[src/rtl/cbt_pkg.sv]
package cbt_pkg;
   localparam int TS2_W   = 3;
   localparam int TS1_W   = 4;
   localparam int SJW_W   = 2;
   localparam int BRP_W   = 6;
   localparam int CFG_W   = 1 + TS2_W + TS1_W + SJW_W + BRP_W;
   localparam int SEG_CNT_W = TS1_W + 1;

   typedef enum logic [1:0] {
      SEG_SYNC = 2'd0,
      SEG_TS1  = 2'd1,
      SEG_TS2  = 2'd2
   } seg_e;

   typedef struct packed {
      logic             spare;
      logic [TS2_W-1:0] ts2_m1;
      logic [TS1_W-1:0] ts1_m1;
      logic [SJW_W-1:0] sjw_m1;
      logic [BRP_W-1:0] brp_m1;
   } bt_cfg_t;
endpackage

[src/rtl/cbt_prescaler.sv]
module cbt_prescaler #(
   parameter int DIV_W = 10
) (
   input  logic             clk,
   input  logic             rst_n,
   input  logic             restart,
   input  logic [DIV_W-1:0] div_m1,
   output logic             tick
);
   logic [DIV_W-1:0] pc;

   assign tick = (pc >= div_m1);

   always_ff @(posedge clk or negedge rst_n) begin
      if (!rst_n)                pc <= '0;
      else if (restart || tick)  pc <= '0;
      else                       pc <= pc + DIV_W'(1);
   end
endmodule

[src/rtl/cbt_seg_fsm.sv]
module cbt_seg_fsm
   import cbt_pkg::*;
#(
   parameter int CNT_W = SEG_CNT_W
) (
   input  logic             clk,
   input  logic             rst_n,
   input  logic             tick,
   input  logic             fall,
   input  logic             hard,
   input  logic             tx_dom,
   input  logic             rx,
   input  logic [TS1_W-1:0] ts1_m1,
   input  logic [TS2_W-1:0] ts2_m1,
   input  logic [SJW_W-1:0] sjw_m1,
   output seg_e             seg,
   output logic             sample_stb,
   output logic             sample_bit,
   output logic             bit_start
);
   localparam int ADJ_W = SJW_W + 1;
   localparam int L2_W  = TS2_W + 1;

   logic [CNT_W-1:0] cnt;
   logic [ADJ_W-1:0] sjw, ext1, sh2, ext1_n, sh2_n, lat_cl, early_cl;
   logic [CNT_W-1:0] lat;
   logic [L2_W-1:0]  l2, early;
   logic             done, done_n, resync_ok, ts1_last, ts2_last;

   assign sjw      = ADJ_W'(sjw_m1) + ADJ_W'(1);
   assign lat      = cnt + CNT_W'(1);
   assign lat_cl   = (lat > CNT_W'(sjw)) ? sjw : lat[ADJ_W-1:0];
   assign l2       = L2_W'(ts2_m1) + L2_W'(1);
   assign early    = l2 - cnt[L2_W-1:0];
   assign early_cl = (early > L2_W'(sjw)) ? sjw : early[ADJ_W-1:0];
   assign resync_ok = fall && !hard && !done && !tx_dom;

   always_comb begin
      ext1_n = ext1;
      sh2_n  = sh2;
      done_n = done;
      if (resync_ok) begin
         done_n = 1'b1;
         unique case (seg)
            SEG_TS1: ext1_n = lat_cl;
            SEG_TS2: sh2_n  = early_cl;
            default: ;
         endcase
      end
   end

   assign ts1_last = (cnt >= CNT_W'(ts1_m1) + CNT_W'(ext1_n));
   assign ts2_last = (cnt + CNT_W'(1) + CNT_W'(sh2_n) >= CNT_W'(l2));

   always_ff @(posedge clk or negedge rst_n) begin
      if (!rst_n) begin
         seg        <= SEG_SYNC;
         cnt        <= '0;
         ext1       <= '0;
         sh2        <= '0;
         done       <= 1'b0;
         sample_stb <= 1'b0;
         bit_start  <= 1'b0;
         sample_bit <= 1'b1;
      end else begin
         sample_stb <= 1'b0;
         bit_start  <= 1'b0;
         if (hard) begin
            seg  <= SEG_TS1;
            cnt  <= '0;
            ext1 <= '0;
            sh2  <= '0;
            done <= 1'b1;
         end else begin
            ext1 <= ext1_n;
            sh2  <= sh2_n;
            done <= done_n;
            if (tick) begin
               unique case (seg)
                  SEG_SYNC: begin
                     seg <= SEG_TS1;
                     cnt <= '0;
                  end
                  SEG_TS1: begin
                     if (ts1_last) begin
                        seg        <= SEG_TS2;
                        cnt        <= '0;
                        sample_stb <= 1'b1;
                        sample_bit <= rx;
                     end else begin
                        cnt <= cnt + CNT_W'(1);
                     end
                  end
                  SEG_TS2: begin
                     if (ts2_last) begin
                        seg       <= SEG_SYNC;
                        cnt       <= '0;
                        ext1      <= '0;
                        sh2       <= '0;
                        done      <= 1'b0;
                        bit_start <= 1'b1;
                     end else begin
                        cnt <= cnt + CNT_W'(1);
                     end
                  end
                  default: seg <= SEG_SYNC;
               endcase
            end
         end
      end
   end
endmodule

[src/rtl/can_bit_timer.sv]
module can_bit_timer
   import cbt_pkg::*;
#(
   parameter int BRPE_W = 4,
   parameter int DIV_W  = BRP_W + BRPE_W
) (
   input  logic                                  clk,
   input  logic                                  rst_n,
   input  logic [CFG_W-1:0]                      cfg_word,
   input  logic [((BRPE_W > 0) ? BRPE_W : 1)-1:0] cfg_brp_ext,
   input  logic                                  rx_sync,
   input  logic                                  tx_bit,
   input  logic                                  hard_sync_en,
   input  logic                                  bus_idle,
   output logic                                  sample_stb,
   output logic                                  sample_bit,
   output logic                                  bit_start,
   output logic [1:0]                            seg
);
   bt_cfg_t          cfg;
   logic [DIV_W-1:0] div_m1;
   logic             rx_prev, fall_evt, hard_evt, q_tick;
   logic             unused_spare;
   seg_e             seg_q;

   assign cfg          = bt_cfg_t'(cfg_word);
   assign unused_spare = cfg.spare;

   if (BRPE_W > 0) begin : g_ext
      assign div_m1 = {cfg_brp_ext, cfg.brp_m1};
   end else begin : g_noext
      logic unused_ext;
      assign unused_ext = cfg_brp_ext[0];
      assign div_m1     = DIV_W'(cfg.brp_m1);
   end

   always_ff @(posedge clk or negedge rst_n) begin
      if (!rst_n) rx_prev <= 1'b1;
      else        rx_prev <= rx_sync;
   end

   assign fall_evt = rx_prev && !rx_sync;
   assign hard_evt = fall_evt && hard_sync_en && bus_idle;

   cbt_prescaler #(.DIV_W(DIV_W)) u_presc (
      .clk     (clk),
      .rst_n   (rst_n),
      .restart (hard_evt),
      .div_m1  (div_m1),
      .tick    (q_tick)
   );

   cbt_seg_fsm u_fsm (
      .clk        (clk),
      .rst_n      (rst_n),
      .tick       (q_tick),
      .fall       (fall_evt),
      .hard       (hard_evt),
      .tx_dom     (!tx_bit),
      .rx         (rx_sync),
      .ts1_m1     (cfg.ts1_m1),
      .ts2_m1     (cfg.ts2_m1),
      .sjw_m1     (cfg.sjw_m1),
      .seg        (seg_q),
      .sample_stb (sample_stb),
      .sample_bit (sample_bit),
      .bit_start  (bit_start)
   );

   assign seg = seg_q;
endmodule

[config.mk]
export PLATFORM = sky130hd
export DESIGN_NAME = can_bit_timer
export DESIGN_NICKNAME = d
export VERILOG_FILES = /design/src/rtl/cbt_pkg.sv /design/src/rtl/cbt_prescaler.sv /design/src/rtl/cbt_seg_fsm.sv /design/src/rtl/can_bit_timer.sv
export SDC_FILE = /design/constraint.sdc
export NUM_CORES = 1
export LEC_CHECK = 0
export ABC_CLOCK_PERIOD_IN_PS = 4800
export BUFFER_PORTS_ARGS = -buffer_cell sky130_fd_sc_hd__clkbuf_2
export CORE_ASPECT_RATIO = 1.4
export CORE_MARGIN = 5
export CORE_UTILIZATION = 53
export DETAILED_ROUTE_END_ITERATION = 12
export PLACE_DENSITY_LB_ADDON = 0.3
export SLEW_MARGIN = 0
export SYNTH_ARGS = -nofsm -noshare
export SYNTH_HDL_FRONTEND = slang
export SYNTH_SLANG_ARGS = --single-unit
export TNS_END_PERCENT = 5
[constraint.sdc]
create_clock -name clk -period 4.8 [get_ports clk]
set_input_delay 0.24 -clock clk [delete_from_list [all_inputs] [get_ports clk]]
set_output_delay 0.24 -clock clk [all_outputs]
set_load 0.03 [all_outputs]
==> flow_summary.ini <==
[synth]
async_flop_share = 1.00
yosysSeqAreaShare = 0.281
synth_top_area_frac = 0.260
synth-main-ff-cell = dfrtp_1
ys_ff_latch = 28
synth-edff-count = 0
synthTopCellsByCount = ha_1, inv_1, dfrtp_1
synth_most_common_cell = ha_1
yosysWarningCount = 0
synth_cell_types = 52
syn_nets = 344
syn_inst = 274
syn_area_um2 = 2510
synth_largest_area_cell = dfrtp_1
syn_avg_cell_area_um2 = 9.15
synth_area_leaders = dfrtp_1, ha_1, xor2_1

[floorplan]
chipHeight_um = 91.4
num_rows = 29
pin_count = 31
start_util = 0.548
coreArea_um2 = 4570
die-area_um2 = 6220
die_x_um = 68.1

[setup_path]
cp_cell_sequence = ha_2 -> inv_1 -> fa_2 -> ha_4 -> nor2b_1 -> o21ai_1 -> a32oi_1 -> nor3b_2 -> buf_4 -> or3_1 -> nand3_1 -> ha_1 -> fa_1 -> ha_1 -> a21oi_1 -> o21ai_4 -> o32ai_4 -> a31oi_1 -> o31ai_2
arrival_ps = 4840
crit_slowest_cell = fa_2
worst_path_most_repeated_cell = ha_1
cp-start-kind = register
critical_path.top_delay_family = adder cells
end_kind = register
cpPeakStageDelay_ps = 470
rrSetupSlack_ps = 150
crit_buf_inv = 2
cp_max_fo = 5
path_class = reg2reg
crit_required_ps = 5000

[route]
wire_per_inst_um = 14.3
antenna_left = 0
avgViaCountPerCell = 5.55
num_vias = 2077
wl_mm = 5.34
firstDrtPassIters = 4
drc = 0
drt_iter0_drc = 45

[flow_run]
max-cap-violations = 0

[run_status]
violations = negative hold slack
status = finished, violations left

[clock_network]
htreeDepth = 1
root_buffer = clkbuf_8
clk_pin_slew_ps = 100
cts_sinks = 28
clock_path_buffers = 2
cts_tree = done
insertion_delay_ps = 280
cts_buffers = 3

[power]
finalPower_w = 0.00113
power.switching_w = 0.000465
swShare = 0.411
power.leakage_nw = 1.46
clockPowerShare = 0.167
p_int_w = 0.000668
p_comb_frac = 0.544
irDropWorstVdd_mv = 0.186
p_per_area_nw_per_um2 = 390
p_seq_frac = 0.290

[global_routing]
grt_pass1_vias = 2122
grt_pass1_wl_mm = 9.24
antenna_found_initial = 0
grt_max_degree = 29
overflow = 0
track_usage = 0.187

[sta]
setup-violations-final = 0
timing_hold_violations_final = 26
worst_pin_slew_ps = 691
fin_crit_sh = 0.968
max_slew_margin = 0.539
slew_violations = 0
fin_skew_ps = 5.04
finalCriticalPeriod_ps = 4650
max_freq_mhz = 215
holdWs_ps = -17.5

[finish]
fill_cells = 430
n_antenna_cell = 0
num-nets-final = 383
drive_gt1_frac = 0.218
syn_to_final_growth_pct = 16.0

[place]
place.gp.congestion = 0.845
dp_hpwl_mm = 4.25
numPortBuffers = 29

[min_path]
hold_class = in2async
-- power by group through the flow --
stage / registers, W / logic (W) / clock network, W
after global routing: 0.000337 / 0.000698 / 0.000201
after CTS: 0.000329 / 0.000571 / 0.000189
after floorplan: 0.000347 / 0.000399 / 0
after global placement: 0.000332 / 0.000544 / 0
after detailed placement: 0.000334 / 0.000560 / 0
final: 0.000328 / 0.000616 / 0.000189
-- cell type report --
cell class / count / area (um2) / share of cell area
multi-input cells: 212 / 1730 / 0.595
flip-flops and latches: 28 / 703 / 0.242
repair buffers: 38 / 213 / 0.0732
inverters: 30 / 113 / 0.0387
well taps: 62 / 77.6 / 0.0267
clock buffers: 3 / 41.3 / 0.0142
clock inverters: 1 / 30.0 / 0.0103
-- worst paths after layout --
check / start / to / cells after the start
max in group asynchronous: rst_n / u_fsm.cnt[4]$_DFFE_PN0P_ / 1
min in group clk: rx_sync / rx_prev$_DFF_PN1_ / 1
setup / recovery: u_fsm.cnt[0]$_DFFE_PN0P_ / u_fsm.cnt[2]$_DFFE_PN0P_ / 19
setup reg to reg: u_fsm.cnt[0]$_DFFE_PN0P_ / u_fsm.cnt[2]$_DFFE_PN0P_ / 19
hold reg to reg: u_fsm.ext1[2]$_DFF_PN0_ / u_fsm.ext1[2]$_DFF_PN0_ / 2
hold / removal: rst_n / u_fsm.sample_stb$_DFF_PN0_ / 1
-- cells by family (layout without fill, tap and decap cells) --
logic type	after synthesis	in the layout	synth area share
flip-flops	28	28	0.281
adder cells (fa/ha/maj)	44	44	0.229
XOR/XNOR	19	19	0.0724
AND/OR/NAND/NOR	85	85	0.174
AO/OA/AOI/OAI	62	62	0.178
buffers and inverters	34	72	0.0574
multiplexers	2	2	0.00849
-- worst register-to-register path, stage by stage, from the launching register on --
cell and delay (ps):
dfrtp_1 420, ha_2 200, inv_1 70, fa_2 470, ha_4 290, nor2b_1 130
o21ai_1 80, a32oi_1 230, nor3b_2 80, buf_4 160, or3_1 330, nand3_1 110
ha_1 210, fa_1 420, ha_1 300, a21oi_1 240, o21ai_4 140, o32ai_4 360
a31oi_1 150, o31ai_2 190
-- state kept, by name (all words and copies together) (netlist names), 2 cells and up --
signal / count
u_fsm.cnt: 5
u_presc.pc: 10
u_fsm.seg: 2
u_fsm.sh2: 3
u_fsm.ext1: 3
-- per-stage QoR --
step           cells  setup TNS [ps]   util  cell area [um2]  setup WS [ps]
2_1_floorplan    274               0      -             2510            154
3_3_place_gp     368               0  0.602             2750           19.7
3_5_place_dp     368            -217  0.602             2750          -89.1
4_1_cts          372               0  0.618             2830           58.2
5_1_grt          374            -156  0.636             2910          -52.3
6_report         374               0  0.636             2910            154
-- timing repair --
action                     in CTS  in global routing
buffers inserted                0                  2
resized for setup               1                 16
setup endpoints to repair       2                 16
hold buffers                    0                  0
pin swaps                       0                  9
-- cell usage in the layout (no fill, tap or decap), types with 8 or more instances in the layout --
cell      count
nand3_1      17
ha_1         39
nand2_1      22
o21ai_0       8
nor2_1       19
dfrtp_1      26
buf_4         9
clkbuf_2     29
xor2_1       13
a21oi_1      10
inv_1        30
-- metal layers --
metal / global-route usage / share of wire / vias to the layer above
met5: 0 / 0 / -
met4: 0.0630 / 0.025 / 0
met3: 0.0111 / 0.028 / 11
met2: 0.340 / 0.56 / 39
met1: 0.225 / 0.39 / 981
li1: - / - / 1046
Note: power is estimated with default switching activity, not from simulation.
